$ cat src/rtl/irq_status_pkg.sv
package irq_status_pkg;
  localparam int SRC_W = 8;
  localparam int WORD_W = 2 * SRC_W;
  // bit map of the status byte
  localparam int B_RX_AVAIL = 0;
  localparam int B_TX_ERR = 1;
  localparam int B_TX_EMPTY = 2;
  localparam int B_ALLOC = 3;
  localparam int B_RX_OVRN = 4;
  localparam int B_GEN_ERR = 5;
  localparam int B_EARLY_RX = 6;
  localparam int B_LINK_CHG = 7;
  localparam logic [SRC_W-1:0] STICKY_BITS =
    SRC_W'((1 << B_TX_ERR) | (1 << B_TX_EMPTY) | (1 << B_RX_OVRN) | (1 << B_LINK_CHG));
  localparam logic [SRC_W-1:0] LEVEL_BITS =
    SRC_W'((1 << B_RX_AVAIL) | (1 << B_ALLOC) | (1 << B_GEN_ERR));
  localparam logic [SRC_W-1:0] RSVD_BITS = SRC_W'(1 << B_EARLY_RX);
endpackage

$ cat src/rtl/irq_src_bank.sv
module irq_src_bank #(
  parameter int W = 8,
  parameter logic [W-1:0] STICKY = '0,
  parameter logic [W-1:0] LEVEL = '0
) (
  input  logic         clk_i,
  input  logic         rst_ni,
  input  logic [W-1:0] evt_i,
  input  logic [W-1:0] ack_i,
  output logic [W-1:0] status_o
);
  logic unused_bank;
  assign unused_bank = ^(ack_i & ~STICKY) ^ ^(evt_i & ~(STICKY | LEVEL));

  for (genvar i = 0; i < W; i++) begin : g_bit
    if (STICKY[i]) begin : g_sticky
      logic held_q;
      // set wins over clear so a coincident event is kept
      always_ff @(posedge clk_i or negedge rst_ni) begin
        if (!rst_ni) held_q <= 1'b0;
        else if (evt_i[i]) held_q <= 1'b1;
        else if (ack_i[i]) held_q <= 1'b0;
      end
      assign status_o[i] = held_q;
    end else if (LEVEL[i]) begin : g_level
      assign status_o[i] = evt_i[i];
    end else begin : g_rsvd
      assign status_o[i] = 1'b0;
    end
  end
endmodule

$ cat src/rtl/irq_mask_reg.sv
module irq_mask_reg #(
  parameter int W = 8,
  parameter logic [W-1:0] RSVD = '0
) (
  input  logic         clk_i,
  input  logic         rst_ni,
  input  logic         byte_we_i,
  input  logic [W-1:0] byte_d_i,
  input  logic         word_we_i,
  input  logic [W-1:0] word_d_i,
  output logic [W-1:0] mask_o
);
  logic [W-1:0] mask_q, mask_d;

  always_comb begin
    mask_d = mask_q;
    if (word_we_i) mask_d = word_d_i;
    else if (byte_we_i) mask_d = byte_d_i;
    mask_d = mask_d & ~RSVD;
  end

  always_ff @(posedge clk_i or negedge rst_ni) begin
    if (!rst_ni) mask_q <= '0;
    else mask_q <= mask_d;
  end

  assign mask_o = mask_q;
endmodule

$ cat src/rtl/irq_out_reg.sv
module irq_out_reg #(
  parameter int W = 8
) (
  input  logic         clk_i,
  input  logic         rst_ni,
  input  logic [W-1:0] status_i,
  input  logic [W-1:0] mask_i,
  output logic         irq_o
);
  logic irq_q;
  always_ff @(posedge clk_i or negedge rst_ni) begin
    if (!rst_ni) irq_q <= 1'b0;
    else irq_q <= |(status_i & mask_i);
  end
  assign irq_o = irq_q;
endmodule

$ cat src/rtl/irq_status_unit.sv
module irq_status_unit
  import irq_status_pkg::*;
(
  input  logic              clk_i,
  input  logic              rst_ni,
  input  logic [SRC_W-1:0]  evt_i,
  input  logic              ack_we_i,
  input  logic [SRC_W-1:0]  ack_i,
  input  logic              mask_we_i,
  input  logic [SRC_W-1:0]  mask_i,
  input  logic              word_we_i,
  input  logic [WORD_W-1:0] word_i,
  output logic [WORD_W-1:0] rd_data_o,
  output logic              irq_o
);
  logic [SRC_W-1:0] ack_eff, status, mask;

  assign ack_eff = (ack_we_i ? ack_i : '0) | (word_we_i ? word_i[SRC_W-1:0] : '0);

  irq_src_bank #(
    .W(SRC_W), .STICKY(STICKY_BITS), .LEVEL(LEVEL_BITS)
  ) u_bank (
    .clk_i(clk_i), .rst_ni(rst_ni), .evt_i(evt_i), .ack_i(ack_eff), .status_o(status)
  );

  irq_mask_reg #(
    .W(SRC_W), .RSVD(RSVD_BITS)
  ) u_mask (
    .clk_i(clk_i), .rst_ni(rst_ni),
    .byte_we_i(mask_we_i), .byte_d_i(mask_i),
    .word_we_i(word_we_i), .word_d_i(word_i[WORD_W-1:SRC_W]),
    .mask_o(mask)
  );

  irq_out_reg #(.W(SRC_W)) u_out (
    .clk_i(clk_i), .rst_ni(rst_ni), .status_i(status), .mask_i(mask), .irq_o(irq_o)
  );

  assign rd_data_o = {mask, status};
endmodule

$ cat config.mk
export PLATFORM = sky130hd
export DESIGN_NAME = irq_status_unit
export DESIGN_NICKNAME = d
export VERILOG_FILES = /design/src/rtl/irq_status_pkg.sv /design/src/rtl/irq_src_bank.sv /design/src/rtl/irq_mask_reg.sv /design/src/rtl/irq_out_reg.sv /design/src/rtl/irq_status_unit.sv
export SDC_FILE = /design/constraint.sdc
export NUM_CORES = 1
export LEC_CHECK = 0
export BUFFER_PORTS_ARGS = -buffer_cell sky130_fd_sc_hd__buf_4
export CAP_MARGIN = 25
export CORE_MARGIN = 2
export CORE_UTILIZATION = 33
export DETAILED_ROUTE_END_ITERATION = 8
export PLACE_DENSITY = 0.75
export RECOVER_POWER = 25
export SETUP_SLACK_MARGIN = 0.02
export SLEW_MARGIN = 20
export SYNTH_ARGS = -nofsm -noshare
export SYNTH_HDL_FRONTEND = slang
export SYNTH_HIERARCHICAL = 1
export SYNTH_SLANG_ARGS = --single-unit
$ cat constraint.sdc
create_clock -name clk_i -period 0.9 [get_ports clk_i]
set_input_delay 0.135 -clock clk_i [delete_from_list [all_inputs] [get_ports clk_i]]
set_output_delay 0.135 -clock clk_i [all_outputs]
set_load 0.05 [all_outputs]
# Word-level counts from Yosys, hierarchy flattened
# Cells that the tools add are included.
# word_totals
regBits	12
input_bits	45
out_inout_bits	17
elab_cells	26
# classes
n_reduce_logical	6
mux	12
bitwise_logic	2
# ops
cell	n
$mux 8	4
$reduce_bool 2->1	5
$and 8x8->8	1
$mux 1	8
$or 8x8->8	1
$reduce_or 8->1	1

# Depth between registers and ports, before layout
# Gate-level depths: netlist of run 1.
# logic_depth
depth_word	4
ltp_mapped	4

# Cells and area by module
# The synthesis of run 1 kept the hierarchy.
# by_module_without_submodules
module	area_each_um2	cells_per_inst	seq_area_each_um2	n_inst
irq_mask_reg	336.6	32	175.2	1
irq_src_bank	209.0	21	100.1	1
irq_status_unit	92.6	10	0.0	1
irq_out_reg	61.3	6	25.0	1

# Worst setup path after synthesis of run 1
# No wires, ideal clock.
# synth_path
kind	register to register
startpoint	reg u_mask.mask_q[5], in the netlist u_mask/mask_o[5]
endpoint	reg u_out.irq_q, in the netlist u_out/irq_o
setup_ps	135
required_time_ps	765
path_slack_ps	-106
path_stages_with_launch	3
n_path_buf	0
arrival_time_ps	872
synth_period_minus_slack_ps	1006
cell_sequence	dfrtp_1 -> a22oi_1 -> nand4_1
# synth_between
elab_chain_cells	2
# synth_rtl
element	line_no	rtl
start: declaration	irq_mask_reg.sv:13	logic [W-1:0] mask_q, mask_d;
start signal: assignment	irq_mask_reg.sv:24	else mask_q <= mask_d;
$and 8x8->8	irq_out_reg.sv:13	else irq_q <= |(status_i & mask_i);
$reduce_or 8->1	irq_out_reg.sv:13	
end signal: assignment	irq_out_reg.sv:13	
end: declaration	irq_out_reg.sv:10	logic irq_q;
# No other way between the ends.
# A chain may end at the register's enable or synchronous reset.

# Final worst setup path of run 1
# layout_path
startpoint	reg u_bank.g_bit[1].g_sticky.held_q
endpoint	out rd_data_o[1]
# layout_rtl
element	line_no	rtl
start: declaration	irq_src_bank.sv:17	logic held_q;
start signal: assignment	irq_src_bank.sv:20	if (!rst_ni) held_q <= 1'b0;
start signal: assignment	irq_src_bank.sv:21	else if (evt_i[i]) held_q <= 1'b1;
start signal: assignment	irq_src_bank.sv:22	else if (ack_i[i]) held_q <= 1'b0;
end: declaration	irq_status_unit.sv:13	output logic [WORD_W-1:0] rd_data_o,
# No word-level cell between the ends.

==> flow_summary.ini, run 1 <==
[status]
outcome = complete, but fails checks
violations = setup timing

[placed_design]
portBuffers = 48
pre_cts_slack_ns = 0.0383
place_area_sq_um = 971
hpwl_mm = 1.35
gp_congestion = 0.612

[clocking]
root_buffer = clkbuf_4
clock_path_buffers = 2
clock_latency_ns = 0.26
clk_pin_slew_worst_paths_ns = 0.07
tritoncts = built
clock-sinks = 12
numCtsBuffers = 3
h-tree-depth = 1

[route]
drc_errors = 0
first_pass_iters = 4
num_vias = 645
drtIter0Drc = 6
ant_nets = 0
wl_met3_um = 145
wl_per_cell_um = 11.9
wl_met1_um = 596
route.met2.wl_um = 956
viasPerCell = 4.51
top_layer = met4
drt-total-wl_mm = 1.71

[die]
die_area_sq_um = 2390
core_sq_um = 1920
die_y_um = 48.9
die_w_um = 48.9
pin_count = 62
initial_core_util = 0.346
fp-row-count = 16

[layout]
drive_gt1_frac = 0.621
antenna_cells = 0
fin_util = 0.601
finalNetCount = 162
final_area_sq_um = 1150
area_delta_synth_final_pct = 73.8

[yosys]
yosys_warnings = 6
netlist_area_sq_um = 664
syn_inst = 65
syn_nets = 110
synth_area_per_cell_sq_um = 10.2

[global_routing]
grt_max_degree = 13
grt_pass1_vias = 679
grtUsageTotal = 0.150
antenna_found_initial = 0
grt_pass1_wl_mm = 2.77
overflow = 0

[job]
drv_cap = 0

[hold_path]
hold_path_class = input port to register
hp-start = evt_i[7]

[critical_path]
cp_max_fo = 3
critical_path.cell_chain = buf_6
slowest_delay_ns = 0.42
endpoint_kind = output port
cp_slowest_cell = dfrtp_1
critPathRequiredTime_ns = 0.76
arrival_ns = 0.86
cp_num_buf_inv = 1
critical_path_class = register to output port
cp-startpoint = u_bank/g_bit[1].g_sticky.held_q$_DFFE_PN0P_
path_delay_family = flip-flops
start_kind = register
rr_startpoint = u_mask/mask_o[2]$_DFFE_PN0P_

[pwr]
leakage_nw = 0.595
ir_drop_v = 0.000980
power.density_nw_per_um2 = 1480

[sta]
setup_slack_ns = -0.0951
finalSetupTns_ns = -0.962
post-route-min-period_ns = 0.995
setup_viol = 13
fmax_ghz = 1.00
fin_crit_sh = 1.11
rsz0062_at_grt = true
slew_violations = 0
finalHoldViolCount = 0
finClkSkew_ns = 0.00122
==> cells in the final DEF (no fill, tap or decap) <==
cell	count
buf_8	1
dfrtp_2	7
mux2i_1	7
inv_1	4
dfrtp_1	5
clkbuf_2	1
clkbuf_8	1
a21o_1	4
nand4_1	1
nand2_1	7
a22o_1	4
buf_4	43
buf_6	14
a22oi_2	2
clkbuf_4	3
o21ai_1	7
conb_1	2
a22oi_1	2
dlygate4sd3_1	1
==> report_power, final <==
part	internal [mW]	total, mW	switching [mW]
registers	0.591	0.636	0.0444
logic	0.313	0.661	0.348
clock network	0.245	0.417	0.172
==> cell type report <==
class / instances / area, sq um
timing repair buffer: 60 / 510
inverter: 4 / 15.0
clock buffer: 4 / 36.3
multi-input combinational: 36 / 250
fill: 180 / 767
sequential: 12 / 309
tap: 27 / 33.8
==> sequential cells by signal, indices dropped and copies added, names as in the netlist <==
name                          flops
u_bank/g_bit.g_sticky.held_q      4
u_mask/mask_o                     7
u_out/irq_o                       1
==> final timing paths <==
| check | depth (start not counted) | endpoint | slack [ns] |
|---|---|---|---|
| setup / recovery | 1 | rd_data_o[1] | -0.1 |
| hold / removal | 2 | u_bank/g_bit[7].g_sticky.held_q$_DFFE_PN0P_ | 0.04 |
| setup reg to reg | 3 | u_out/irq_o$_DFF_PN0_ | -0.07 |
| hold reg to reg | 2 | u_mask/mask_o[2]$_DFFE_PN0P_ | 0.60 |
| max in group asynchronous | 2 | u_mask/mask_o[2]$_DFFE_PN0P_ | 0.37 |
| min in group asynchronous | 2 | u_bank/g_bit[4].g_sticky.held_q$_DFFE_PN0P_ | 0.28 |
==> repair_timing <==
action,4_1_cts,5_1_grt
hold buffers,1,0
endpoints found under the setup margin,12,16
pin swaps,1,3
gates resized for setup,12,5
setup buffers,8,2
endpoints found under the hold margin,12,0
==> per-stage QoR <==
step,std cells,hold slack (ns),total power [mW]
after floorplan,65,-0.161,1.02
after global placement,128,-0.0190,1.18
after detailed placement,128,-0.0183,1.20
after CTS,141,0.0351,1.71
after global routing,143,0.0337,1.80
final,143,0.0404,1.71
==> per-layer routing <==
| layer | up-vias | global-route usage |
|---|---|---|
| li1 | 314 | - |
| met1 | 301 | 0.148 |
| met2 | 28 | 0.290 |
| met3 | 2 | 0.0429 |
| met4 | 0 | 0.0571 |
| met5 | - | 0 |
Note: power is estimated with default switching activity, not from simulation.
==> run 2, diff against run 1 <==
--- a/config.mk
+++ b/config.mk
@@ -8,9 +8,9 @@
 export BUFFER_PORTS_ARGS = -buffer_cell sky130_fd_sc_hd__buf_4
 export CAP_MARGIN = 25
 export CORE_MARGIN = 2
-export CORE_UTILIZATION = 33
+export CORE_UTILIZATION = 39
 export DETAILED_ROUTE_END_ITERATION = 8
-export PLACE_DENSITY = 0.75
+export PLACE_DENSITY = 0.83
 export RECOVER_POWER = 25
 export SETUP_SLACK_MARGIN = 0.02
 export SLEW_MARGIN = 20
==> constraint.sdc (replaced) <==
create_clock -name clk_i -period 1.2 [get_ports clk_i]
set_input_delay 0.12 -clock clk_i [delete_from_list [all_inputs] [get_ports clk_i]]
set_output_delay 0.12 -clock clk_i [all_outputs]
set_load 0.05 [all_outputs]
==> run 2 against run 1 <==
Net effect: the flow now finishes without violations; sequential share of layout area up 3.9 points; combinational power is 38% lower; setup slack better by 0.29 ns; routed wire length is 5.8% lower; via count decreased by 7.3%; register-to-register slack better by 0.39 ns; largest cell class unchanged; largest power group is now registers; highest routed layer unchanged.
==> flow_summary.ini, run 2 (synthesized netlist as in run 1, its figures left out) <==
[status]
outcome = complete, no violations

[placed_design]
gp_congestion = 0.631
pre_cts_slack_ns = 0.332
portBuffers = 48
hpwl_mm = 1.31
place_area_sq_um = 936

[critical_path]
start_kind = register
arrival_ns = 0.89
reg2reg_to = u_out/irq_o$_DFF_PN0_
cp_num_buf_inv = 1
cp_slowest_cell = dfrtp_1
path_delay_family = flip-flops
cp-startpoint = u_bank/g_bit[4].g_sticky.held_q$_DFFE_PN0P_
rr_startpoint = u_bank/g_bit[4].g_sticky.held_q$_DFFE_PN0P_
endpoint_kind = output port
rrSetupSlack_ns = 0.32
cp_max_fo = 3
critical_path_class = register to output port
critPathRequiredTime_ns = 1.08
slowest_delay_ns = 0.41
critical_path.cell_chain = buf_4
worstRegToRegCells = 2

[sta]
finalHoldViolCount = 0
rsz0062_at_grt = false
slew_headroom = 0.576
fin_crit_sh = 0.841
finClkSkew_ns = 0.00626
fmax_ghz = 0.991
slew_violations = 0
setup_slack_ns = 0.191
tightest_slew_ns = 0.636
finalSetupTns_ns = 0
post-route-min-period_ns = 1.01
setup_viol = 0

[clocking]
post_cts_resized = 0
numCtsBuffers = 3
tritoncts = built
postCtsSetupBuffers = 0
clock-sinks = 12
clock_path_buffers = 2
h-tree-depth = 1
clock_latency_ns = 0.27
root_buffer = clkbuf_4
clk_pin_slew_worst_paths_ns = 0.08
ctsHoldBuffers = 1

[route]
drt-total-wl_mm = 1.61
viasPerCell = 4.94
num_vias = 598
ant_nets = 0
first_pass_iters = 4
drc_errors = 0
drtIter0Drc = 6
wl_per_cell_um = 13.3

[die]
die_y_um = 45.3
core_sq_um = 1560
pin_count = 62
die_area_sq_um = 2050
fp-row-count = 14
die_w_um = 45.3
initial_core_util = 0.426

[pwr]
power_frac_clock = 0.272
ir_drop_v = 0.000594
power.switching_mw = 0.417
p_int_mw = 0.788
swShare = 0.346
power.density_nw_per_um2 = 1230
p_seq_frac = 0.388
leakage_nw = 0.527
combPwrFrac = 0.341

[hold_path]
hold_path_class = input port to register
whs_path_depth = 2
hp-start = evt_i[7]
hold_path_end = u_bank/g_bit[7].g_sticky.held_q$_DFFE_PN0P_

[layout]
largest_reg_flops = 7
final_common_cell = buf_4
drive_gt1_frac = 0.486
antenna_cells = 0
area_delta_synth_final_pct = 47.3
mostFrequentLayoutCells = buf_4, dfrtp_1, mux2i_1, nand2_1, o21ai_1
finalNetCount = 151
final_area_sq_um = 978

[job]
drv_cap = 0

[global_routing]
grt_pass1_vias = 575
grt_pass1_wl_mm = 2.44
overflow = 0
antenna_found_initial = 0
grtUsageTotal = 0.170
grt_max_degree = 19
[run 2: power by group through the flow]
stage / Clock, mW / Sequential (mW) / Combinational [mW]
2_1_floorplan: 0 / 0.555 / 0.192
3_3_place_gp: 0 / 0.474 / 0.403
3_5_place_dp: 0 / 0.476 / 0.411
4_1_cts: 0.340 / 0.467 / 0.415
5_1_grt: 0.354 / 0.473 / 0.435
6_report: 0.327 / 0.467 / 0.410
[run 2: metal layers]
metal / track usage / part of all wire / vias to the layer above
met1: 0.190 / 0.39 / 275
li1: - / - / 290
met4: 0.0706 / 0.0037 / 0
met3: 0.0240 / 0.073 / 2
met2: 0.317 / 0.54 / 31
met5: 0 / 0 / -
[run 2: cell type report]
| class | count | area [sq um] |
|---|---|---|
| Timing Repair Buffer | 49 | 367 |
| Inverter | 4 | 15.0 |
| Multi-Input combinational cell | 36 | 240 |
| Clock buffer | 4 | 36.3 |
| Fill cell | 141 | 581 |
| Sequential cell | 12 | 300 |
| Tap cell | 16 | 20.0 |
[run 2: per-stage QoR]
step / total power [mW] / instances / hold slack [ns] / util
after detailed placement: 0.887 / 116 / -0.0330 / 0.600
after global placement: 0.877 / 116 / -0.0335 / 0.600
final: 1.21 / 121 / 0.0153 / 0.628
after CTS: 1.22 / 121 / 0.00888 / 0.630
after floorplan: 0.747 / 65 / -0.176 / -
after global routing: 1.26 / 121 / 0.0117 / 0.628
[run 2: how the worst max path moves through the flow]
| stage | end | cells past startpoint |
|---|---|---|
| 2_1_floorplan | u_out/irq_o$_DFF_PN0_ | 2 |
| 3_3_place_gp | u_out/irq_o$_DFF_PN0_ | 2 |
| 3_5_place_dp | u_out/irq_o$_DFF_PN0_ | 2 |
| 4_1_cts | rd_data_o[4] | 1 |
| 5_1_grt | rd_data_o[2] | 1 |
| 6_report | rd_data_o[4] | 1 |
==> run 3, diff against run 2 <==
--- a/config.mk
+++ b/config.mk
@@ -8,9 +8,9 @@
 export BUFFER_PORTS_ARGS = -buffer_cell sky130_fd_sc_hd__buf_4
 export CAP_MARGIN = 25
 export CORE_MARGIN = 2
-export CORE_UTILIZATION = 39
+export CORE_UTILIZATION = 36
 export DETAILED_ROUTE_END_ITERATION = 8
-export PLACE_DENSITY = 0.83
+export PLACE_DENSITY = 0.77
 export RECOVER_POWER = 25
 export SETUP_SLACK_MARGIN = 0.02
 export SLEW_MARGIN = 20
==> constraint.sdc (replaced) <==
create_clock -name clk_i -period 1.05 [get_ports clk_i]
set_input_delay 0.105 -clock clk_i [delete_from_list [all_inputs] [get_ports clk_i]]
set_output_delay 0.105 -clock clk_i [all_outputs]
set_load 0.05 [all_outputs]
==> run 3 against run 2 <==
Net effect: routed wire length up 0.44%; critical path type unchanged; core utilization down 4.9 points; sequential share of layout area down 0.65 points; register-to-register slack worse by 0.12 ns; clock skew down 0.0027 ns; largest cell class unchanged; power up 13%; first-iteration DRC count down 17%; combinational power up 15%; final cell count up 8.3%; clock power up 9.2%; critical path depth unchanged; sequential power up 15%.
==> flow_summary.ini, run 3 (synthesized netlist as in run 1, its figures left out) <==
[critical_path]
arrival_ns = 0.89
rrSetupSlack_ns = 0.20
critical_path_class = register to output port
path_delay_family = flip-flops
critical_path.cell_chain = buf_4
cp_num_buf_inv = 1
endpoint_kind = output port
start_kind = register
cp_slowest_cell = dfrtp_1
cp_max_fo = 3
slowest_delay_ns = 0.42
critPathRequiredTime_ns = 0.94

[pwr]
p_seq_frac = 0.393
power.density_nw_per_um2 = 1360
combPwrFrac = 0.345
power_frac_clock = 0.262
swShare = 0.337
power.switching_mw = 0.459
power_mw = 1.36
leakage_nw = 0.531
ir_drop_v = 0.000703
p_int_mw = 0.903

[layout]
finalNetCount = 152
largest_reg_flops = 7
fillCellCount = 166
antenna_cells = 0
final_area_sq_um = 1000
mostFrequentLayoutCells = buf_4, dfrtp_1, mux2i_1, nand2_1, o21ai_1
final_cells = 131
fin_util = 0.579
area_delta_synth_final_pct = 50.5
drive_gt1_frac = 0.481
final_common_cell = buf_4

[placed_design]
place_area_sq_um = 947
place_inst = 125
gp_congestion = 0.711
pre_cts_slack_ns = 0.192
hpwl_mm = 1.32
portBuffers = 48

[die]
die_area_sq_um = 2210
core_sq_um = 1730
initial_core_util = 0.385
die_y_um = 47.0
fp-row-count = 15
die_w_um = 47.0
pin_count = 62

[global_routing]
overflow = 0
grt_pass1_wl_mm = 2.49
grtUsageTotal = 0.164
grt_pass1_vias = 568
grt_max_degree = 19
antenna_found_initial = 0

[clocking]
clk_pin_slew_worst_paths_ns = 0.07
h-tree-depth = 1
postCtsSetupBuffers = 0
ctsHoldBuffers = 1
post_cts_resized = 0
root_buffer = clkbuf_4
numCtsBuffers = 3
clock-sinks = 12
tritoncts = built
clock_latency_ns = 0.27
clock_path_buffers = 2

[job]
drv_cap = 0

[sta]
finClkSkew_ns = 0.00360
setup_slack_ns = 0.0543
finalSetupTns_ns = 0
slew_violations = 0
tightest_slew_ns = 0.642
fin_hold_ws_ns = 0.00738
setup_viol = 0
post-route-min-period_ns = 0.996
rsz0062_at_grt = false
finalHoldViolCount = 0
slew_headroom = 0.572
fin_crit_sh = 0.948
fmax_ghz = 1.00

[status]
outcome = complete, no violations

[route]
ant_nets = 0
first_pass_iters = 4
viasPerCell = 4.67
drc_errors = 0
drtIter0Drc = 5
drt-total-wl_mm = 1.62
wl_per_cell_um = 12.3
num_vias = 612

[hold_path]
hold_path_class = input port to register
==> run 3: cell types whose count changed in the layout (fill, tap and decap cells not counted), sizes merged <==
| cell | before | now |
|---|---|---|
| dlygate4sd3 | 1 | 2 |
==> run 3: final cells by class <==
class	count	area, sq um	area share
clock buffers	4	36.3	0.0363
inverters	4	15.0	0.0150
repair buffers	50	377	0.377
multi-input cells	36	240	0.240
flip-flops and latches	12	300	0.300
well taps	25	31.3	0.0313
==> run 3: power groups by stage <==
stage               Sequential, mW  Combinational (mW)  Clock, mW
floorplan                    0.635               0.219          0
global placement             0.542               0.464          0
detailed placement           0.544               0.468          0
CTS                          0.535               0.473      0.370
global route                 0.539               0.501      0.401
finish                       0.535               0.470      0.357
==> run 3: layer usage <==
metal / track usage / share of wire / up-vias
met5: 0 / 0 / -
met2: 0.310 / 0.53 / 33
li1: - / - / 295
met4: 0.0833 / 0.0087 / 0
met3: 0.0115 / 0.084 / 2
met1: 0.182 / 0.38 / 282
==> run 3: path summary, 6_finish.rpt <==
kind                                                                   from                                          end  cells past startpoint
worst max-delay path            u_bank/g_bit[1].g_sticky.held_q$_DFFE_PN0P_                                 rd_data_o[1]                      1
worst min-delay path                                               evt_i[7]  u_bank/g_bit[7].g_sticky.held_q$_DFFE_PN0P_                      2
worst max register to register  u_bank/g_bit[4].g_sticky.held_q$_DFFE_PN0P_                        u_out/irq_o$_DFF_PN0_                      2
worst min register to register  u_bank/g_bit[2].g_sticky.held_q$_DFFE_PN0P_  u_bank/g_bit[2].g_sticky.held_q$_DFFE_PN0P_                      1
max in group asynchronous                                            rst_ni                 u_mask/mask_o[2]$_DFFE_PN0P_                      2
min in group asynchronous                                            rst_ni  u_bank/g_bit[7].g_sticky.held_q$_DFFE_PN0P_                      2
